File: config.mk
export PLATFORM = sky130hd
export DESIGN_NAME = stream_skid_sink
export DESIGN_NICKNAME = d
export VERILOG_FILES = /design/src/rtl/sink_pkg.sv /design/src/rtl/sink_store.sv /design/src/rtl/sink_admit.sv /design/src/rtl/stream_skid_sink.sv
export SDC_FILE = /design/constraint.sdc
export NUM_CORES = 1
export LEC_CHECK = 0
export ABC_AREA = 0
export BUFFER_PORTS_ARGS = -buffer_cell sky130_fd_sc_hd__buf_2
export CAP_MARGIN = 40
export CORE_MARGIN = 1
export CORE_UTILIZATION = 49
export CTS_CLUSTER_SIZE = 28
export DETAILED_ROUTE_END_ITERATION = 6
export GPL_TIMING_DRIVEN = 0
export PLACE_DENSITY = 0.67
export SKIP_LAST_GASP = 1
export SLEW_MARGIN = 15
export SYNTH_ARGS = -nofsm -noshare
export SYNTH_HDL_FRONTEND = slang
export SYNTH_SLANG_ARGS = --single-unit
File: constraint.sdc
create_clock -name clk -period 3.9 [get_ports clk]
set_clock_uncertainty 0.1 [all_clocks]
set_input_delay 0.39 -clock clk [delete_from_list [all_inputs] [get_ports clk]]
set_output_delay 0.39 -clock clk [all_outputs]
set_load 0.01 [all_outputs]
File: src/rtl/sink_pkg.sv
package sink_pkg;

  // Free entries left in a buffer of the given depth.
  function automatic int free_slots(input int depth, input int occ);
    return depth - occ;
  endfunction

  // The receiver may advertise ready only if the current beat plus
  // every permitted late beat still fits.
  function automatic bit may_ready(input int free, input int allow);
    return free >= allow + 1;
  endfunction

  // Occupancy after one cycle of optional push and pop.
  function automatic int next_occ(input int occ, input bit push, input bit pop);
    return occ + (push ? 1 : 0) - (pop ? 1 : 0);
  endfunction

  // Pointer advance with wrap for any depth.
  function automatic int wrap_inc(input int ptr, input int depth);
    return (ptr == depth - 1) ? 0 : ptr + 1;
  endfunction

endpackage

File: src/rtl/sink_store.sv
module sink_store #(
  parameter int DATA_W = 8,
  parameter int DEPTH  = 8,
  parameter int CW     = $clog2(DEPTH + 1)
) (
  input  logic              clk,
  input  logic              rst,
  input  logic              push,
  input  logic [DATA_W-1:0] push_data,
  input  logic              pop,
  output logic [DATA_W-1:0] head_data,
  output logic [CW-1:0]     occ
);
  import sink_pkg::*;

  localparam int AW = (DEPTH > 1) ? $clog2(DEPTH) : 1;

  logic [DATA_W-1:0] mem [DEPTH];
  logic [AW-1:0]     wr_ptr;
  logic [AW-1:0]     rd_ptr;
  logic              store_full;

  assign store_full = (int'(occ) == DEPTH);
  assign head_data  = mem[rd_ptr];

  always_ff @(posedge clk) begin
    if (push) mem[wr_ptr] <= push_data;
  end

  always_ff @(posedge clk) begin
    if (rst) begin
      wr_ptr <= '0;
      rd_ptr <= '0;
      occ    <= '0;
    end else begin
      if (push) wr_ptr <= AW'(wrap_inc(int'(wr_ptr), DEPTH));
      if (pop)  rd_ptr <= AW'(wrap_inc(int'(rd_ptr), DEPTH));
      occ <= CW'(next_occ(int'(occ), push, pop));
    end
  end

  // the admission rule must never push into a full store
  a_r4_no_full_push: assert property (@(posedge clk) disable iff (rst)
    push |-> !store_full);

  // nothing is taken from an empty store
  a_r2_no_empty_pop: assert property (@(posedge clk) disable iff (rst)
    pop |-> (occ != '0));

  // a paired push and pop keeps occupancy
  a_r7_pair_stable: assert property (@(posedge clk) disable iff (rst)
    (push && pop) |=> $stable(occ));

endmodule

File: src/rtl/sink_admit.sv
module sink_admit #(
  parameter int DEPTH = 8,
  parameter int ALLOW = 2,
  parameter int CW    = $clog2(DEPTH + 1)
) (
  input  logic          clk,
  input  logic          rst,
  input  logic          in_valid,
  input  logic [CW-1:0] occ,
  input  logic          pop,
  output logic          in_ready,
  output logic          push,
  output logic          overflow
);
  import sink_pkg::*;

  localparam int LW = (ALLOW < 1) ? 1 : $clog2(ALLOW + 1);

  logic          ready_q;
  logic [LW-1:0] late_cnt;
  logic          late_beat;
  logic          late_room;
  logic          ovf_evt;
  logic          ready_d;
  int            occ_after;

  assign in_ready  = ready_q;
  assign late_beat = in_valid && !ready_q;
  assign late_room = int'(late_cnt) < ALLOW;
  assign push      = in_valid && (ready_q || late_room);
  assign ovf_evt   = late_beat && !late_room;
  assign occ_after = next_occ(int'(occ), push, pop);
  assign ready_d   = may_ready(free_slots(DEPTH, occ_after), ALLOW);

  always_ff @(posedge clk) begin
    if (rst) begin
      ready_q  <= 1'b1;
      late_cnt <= '0;
      overflow <= 1'b0;
    end else begin
      ready_q <= ready_d;
      if (ready_d || ready_q)       late_cnt <= '0;
      else if (late_beat && push)   late_cnt <= late_cnt + 1'b1;
      if (ovf_evt)                  overflow <= 1'b1;
    end
  end

  // ready is only shown while room for the allowance exists
  a_r3_ready_room: assert property (@(posedge clk) disable iff (rst)
    ready_q |-> (free_slots(DEPTH, int'(occ)) >= ALLOW + 1));

  // the late count never passes the allowance
  a_r5_late_cap: assert property (@(posedge clk) disable iff (rst)
    int'(late_cnt) <= ALLOW);

  // a fresh low period starts from zero
  a_r5_clear_on_rise: assert property (@(posedge clk) disable iff (rst)
    $rose(ready_q) |-> (late_cnt == '0));

  // a beat beyond the allowance is not stored and raises the flag
  a_r6_drop: assert property (@(posedge clk) disable iff (rst)
    ovf_evt |-> !push);
  a_r6_flag_set: assert property (@(posedge clk) disable iff (rst)
    ovf_evt |=> overflow);
  a_r6_sticky: assert property (@(posedge clk) disable iff (rst)
    overflow |=> overflow);

endmodule

File: src/rtl/stream_skid_sink.sv
module stream_skid_sink #(
  parameter int DATA_W    = 8,
  parameter int DEPTH     = 8,
  parameter int LATENCY   = 2,
  parameter int ALLOWANCE = LATENCY
) (
  input  logic              clk,
  input  logic              rst,
  input  logic [DATA_W-1:0] up_data,
  input  logic              up_valid,
  output logic              up_ready,
  output logic [DATA_W-1:0] dn_data,
  output logic              dn_valid,
  input  logic              dn_ready,
  output logic              overflow
);
  localparam int CW = $clog2(DEPTH + 1);

  if (DEPTH < ALLOWANCE + 1) begin : g_depth_check
    $error("stream_skid_sink: DEPTH must exceed ALLOWANCE");
  end

  logic          push;
  logic          pop;
  logic [CW-1:0] occ;

  assign dn_valid = (occ != '0);
  assign pop      = dn_valid && dn_ready;

  sink_admit #(
    .DEPTH (DEPTH),
    .ALLOW (ALLOWANCE),
    .CW    (CW)
  ) u_admit (
    .clk      (clk),
    .rst      (rst),
    .in_valid (up_valid),
    .occ      (occ),
    .pop      (pop),
    .in_ready (up_ready),
    .push     (push),
    .overflow (overflow)
  );

  sink_store #(
    .DATA_W (DATA_W),
    .DEPTH  (DEPTH),
    .CW     (CW)
  ) u_store (
    .clk       (clk),
    .rst       (rst),
    .push      (push),
    .push_data (up_data),
    .pop       (pop),
    .head_data (dn_data),
    .occ       (occ)
  );

  // state right after reset
  a_r1_after_reset: assert property (@(posedge clk) disable iff (rst)
    $past(rst) |-> (up_ready && !dn_valid && !overflow));

  // a stalled head beat holds
  a_r8_hold: assert property (@(posedge clk) disable iff (rst)
    (dn_valid && !dn_ready) |=> (dn_valid && $stable(dn_data)));

endmodule

# Yosys cells after proc, flatten, opt, wreduce, memory -nomap -nowiden
# Memory sizes are Yosys's and may differ from the RTL's. A register that Yosys moved wholly into a read port is not among the register bits.
# Cells that the tools add are included.
# Widths: inputs -> output; s select.
# totals
regBits	14
ram_bits	64
input_bits	12
output_inout_bits	11
wordCells	36
memories	1
# classes
n_addsub	6
n_lt_le_gt_ge	2
eq_ne	2
mux	8
n_reduce_logical	11
# mem_list
memory	words	word_bits	rd	rd_clocked_by_memory_dff	wr	line	text
u_store.mem	8	8	1	1	1	sink_store.sv:18	logic [DATA_W-1:0] mem [DEPTH];
# op_table
cell	n
$add 5x32->32	1
$ge 32x3->1 const B	1
$sub 32x32->32	1
$sub 5x32->32 const A	1
$mux 3	4
$add 3x1->3 const B	2
$eq 3x1->1 const B	2
$logic_and 1x1->1	5
$mux 1	4
$reduce_bool 4->1	1
$add 2x1->2 const B	1
$logic_not 1->1	2
$logic_or 1x1->1	2
$lt 2x2->1 const B	1
$reduce_or 2->1	1

# Logic depth before layout (Yosys ltp)
# depth
word_depth	10
mapped_depth	17

# Cells and area by module
# From an unflattened synthesis, not the netlist that was laid out.
# hier_totals
hier_cells	221
area_unflattened_um2	3621.0
# by_module_without_submodules
module	n_inst	cells_each	area_per_inst_um2
sink_store	1	161	3095.5
sink_admit	1	58	506.7
stream_skid_sink	1	2	18.8

# Worst setup path before layout
# Ideal clock, no wire load.
# synth_path
kind	flip-flop to flip-flop
startpoint	reg u_store.occ[3]
endpoint	reg u_admit.ready_q, in the netlist u_admit.in_ready
t_arrival_ns	3.258
t_required_ns	3.743
path_slack_ns	0.485
path_stages_with_launch	18
path_buffers	0
synth_period_minus_slack_ns	3.415
path_cell_list	dfxtp_1 -> inv_1 -> ha_1 -> or3b_2 -> nand2_1 -> inv_1 -> ha_1 -> inv_1 -> ha_1 -> fa_1 -> a21oi_1 -> nor2_1 -> nor2_1 -> ha_1 -> inv_1 -> a211o_1 -> nor4b_2 -> or2_2
# synth_via
elab_chain_len	6
word_cells_on_any_way	7
# synth_lines
item	line	text
start, declared	sink_store.sv:12	output logic [CW-1:0] occ
start signal, assigned	sink_store.sv:38	occ <= CW'(next_occ(int'(occ), push, pop));
$reduce_bool 4->1	stream_skid_sink.sv:27	assign dn_valid = (occ != '0);
named net dn_valid	stream_skid_sink.sv:13	output logic dn_valid,
$logic_and 1x1->1	stream_skid_sink.sv:28	assign pop = dn_valid && dn_ready;
$mux 1	sink_pkg.sv:16	return occ + (push ? 1 : 0) - (pop ? 1 : 0);
$sub 32x32->32	n/a	
$sub 5x32->32	sink_pkg.sv:5	return depth - occ;
$ge 32x3->1	sink_pkg.sv:11	return free >= allow + 1;
end signal, assigned	sink_admit.sv:41	ready_q <= ready_d;
end, declared	sink_admit.sv:19	logic ready_q;
# The timed path passes the listed nets, and every way through them passes these cells.
# A chain may end at the register's enable or synchronous reset.

# Worst setup path in the final report
# layout_path
startpoint	reg u_store.occ[3]
endpoint	reg u_admit.ready_q, in the netlist u_admit.in_ready
# layout_via
elab_chain_len	6
word_cells_on_any_way	7
# layout_lines
item	line
parallel branches: the longest is 3 deep, another holds $add 5x32->32	n/a
$sub 32x32->32 (*)	n/a
$sub 5x32->32 (*)	sink_pkg.sv:5
$ge 32x3->1 (*)	sink_pkg.sv:11
# Mark *: on every way between the ends.

==> flow_metrics.tcl <==
set metrics [dict create \
    drive_gt1_share_pct 26.6 \
    synth_async_sr_flop_share_pct 0 \
    max_stage_delay_ps 500 \
    syn_to_final_growth_pct 14.5 \
    arrival_ps 3800 \
    root_buffer "clkbuf_8" \
    dpl.hpwl_mm 3.73 \
    tightest_slew_ps 865 \
    start_util_pct 51.9 \
    num_io_pins 23 \
    diodes 0 \
    num_rows 29 \
    synth_top_flop_cell "edfxtp_1" \
    overflow 0 \
    critical_path_class "reg2reg" \
    cp-start-kind "flip-flop" \
    dr.pass1.iters 6 \
    synth-xor-area-share_pct 0.520 \
    numPortBuffers 22 \
    grt_use_total_pct 17.3 \
    leakagePower_nw 1.40 \
    ff2ff_setup_slack_ps 290 \
    drv_cap 0 \
    synth_compound_area_share_pct 2.97 \
    clk_latency_ps 340 \
    grt_pass1_wl_mm 8.89 \
    synthesis.area_mm2 0.00337 \
    grt_max_degree 14 \
    report.final.setup_viol 0 \
    hold_viol 0 \
    cp_slowest_cell "or3b_2" \
    synth.ff_latch_count 81 \
    drc 0 \
    rsz0062_at_grt "false" \
    die_w_um 84.9 \
    path_max_fanout 5 \
    ant_nets 0 \
    synthMuxAreaShare_pct 15.2 \
    yosysWarnings 0 \
    place_area_mm2 0.00363 \
    synth_area_leader_cell "edfxtp_1" \
    synth_edf_count 64 \
    status "complete, no violations" \
    synth.net_count 219 \
    fin_area_mm2 0.00386 \
    fin_crit_ps 3610 \
    nets 257 \
    synthCells 194 \
    grt_antenna_before_repair 0 \
    synthAdderAreaFrac_pct 5.05 \
    drt-total-wl_mm 5.59 \
    avgRoutedWirePerCell_um 17.8 \
    coreArea_mm2 0.00649 \
    post-route-period-util_pct 92.5 \
    crit_chain "inv_1 > ha_1 > or3b_2 > nand2_2 > inv_1 > ha_1 > inv_1 > ha_1 > fa_1 > a21oi_1 > nor2_1 > nor2_1 > ha_1 > inv_1 > a211o_1 > nor4b_4 > or2_2" \
    ys_seq_area_share_pct 67.1 \
    irDropWorstVdd_uv 407 \
    endpoint_kind "flip-flop" \
    cts.sinks 81 \
    grt_pass1_vias 1758 \
    synth_cell_type_count 35 \
    clkTransAtPathRegs_ps 80 \
    vias 1720 \
    via_per_inst 5.48 \
    htreeDepth 3 \
    die_h_um 84.9 \
    synth_top_family_by_area "multiplexers" \
    cts_tree "done" \
    cp_data_required_time_ps 4100 \
    maxSlewViolCount 0 \
    yosys.area_share.simple_pct 6.65 \
    drt_iter0_drc 84 \
    cts_buffer_depth 2 \
    cts_buffers 9 \
    synth.area.top_cells "edfxtp_1 57%, mux4_1 12%, dfxtp_1 10%" \
    min_path_type "in2reg" \
    p_per_area_mw_per_mm2 581 \
    avgSynthCellArea_um2 17.4 \
    die_area_mm2 0.00721 \
    gp_congestion 0.715 \
    crit_buf_inv 4 \
    path_delay_family "adder cells" \
    slew_headroom_pct 42.0 \
    fmax_ghz 0.277 \
    cts_hold_buf 0 \
    fin_tns_setup_ps 0 \
    synth_top_area_share_pct 57.0 \
]
final cells by class:
class	instances	area, um2
inverter	10	37.5
multi-input combinational	97	1060
timing repair buffer	27	145
clock buffer	9	124
clock inverter	7	85.1
tap	77	96.3
buffer	6	47.5
fill	496	2640
sequential	81	2260
registers in the layout, indices dropped and copies added, names as in the netlist, named ones only:
signal	cells
u_store.mem	64
u_store.occ	4
u_store.rd_ptr	3
u_store.wr_ptr	3
u_admit.late_cnt	2
u_admit.in_ready	1
u_admit.overflow	1
placed cells by master, fill, tap and decap left out, drive strengths merged, types with 2 or more instances in the layout:
master	count
nor2b	4
inv	10
a21oi	9
edfxtp	64
nand3	3
nand2b	3
nand2	11
clkbuf	11
nor3	4
bufinv	2
mux2	8
nor4	3
dfxtp	17
ha	12
buf	31
nor2	7
or3	2
mux4	16
clkinv	4
final timing paths:
path	from	to	cells after the start
setup reg to reg	u_store.occ[3]$_SDFF_PP0_	u_admit.in_ready$_SDFF_PP1_	17
hold / removal	rst	u_store.occ[2]$_SDFF_PP0_	2
hold reg to reg	u_admit.overflow$_SDFFE_PP0P_	u_admit.overflow$_SDFFE_PP0P_	2
setup / recovery	u_store.occ[3]$_SDFF_PP0_	u_admit.in_ready$_SDFF_PP1_	17
stage by stage:
| step | cells | utilization [%] | worst slack [ps] | hold slack, ps | total power, mW |
|---|---|---|---|---|---|
| floorplan | 194 | - | 485 | 354 | 1.46 |
| global placement | 293 | 55.1 | 189 | 357 | 1.59 |
| detailed placement | 297 | 55.9 | 222 | 357 | 1.60 |
| CTS | 313 | 59.1 | 185 | 105 | 2.24 |
| global route | 314 | 59.4 | 24.3 | 121 | 2.37 |
| finish | 314 | 59.4 | 292 | 119 | 2.24 |
synth_stat cells (4+ instances only):
cell type   n
inv_1      10
ha_1       12
mux4_1     16
a21oi_1     9
mux2_2      8
nor2b_1     4
nand2_1    11
edfxtp_1   64
dfxtp_1    17
nor3_1      4
nor2_1      7
power by group:
group | leakage [nW] | internal, mW | total [mW] | switching (mW)
Clock | 0.104 | 0.354 | 0.639 | 0.285
Sequential | 0.721 | 0.980 | 1.01 | 0.0261
Combinational | 0.575 | 0.302 | 0.597 | 0.295
metal layers:
| layer | vias up | track usage, % | share of wire [%] |
|---|---|---|---|
| met2 | 25 | 27.9 | 48 |
| met4 | 0 | 8.78 | 1.6 |
| met1 | 852 | 22.6 | 48 |
| li1 | 834 | - | - |
| met3 | 9 | 3.21 | 2.1 |
| met5 | - | 0 | 0 |
cells by family (layout without fill, tap and decap cells):
logic type | Yosys count | in the layout
AO/OA/AOI/OAI | 16 | 16
XOR/XNOR | 2 | 2
adder cells (fa/ha/maj) | 13 | 13
buffers and inverters | 16 | 59
flip-flops | 81 | 81
multiplexers | 24 | 24
AND/OR/NAND/NOR | 42 | 42
repair_timing:
item                       4_1_cts  5_1_grt
setup endpoints to repair        0        3
setup buffers                    0        0
gates resized for setup          0        2
Note: power is estimated with default switching activity, not from simulation.
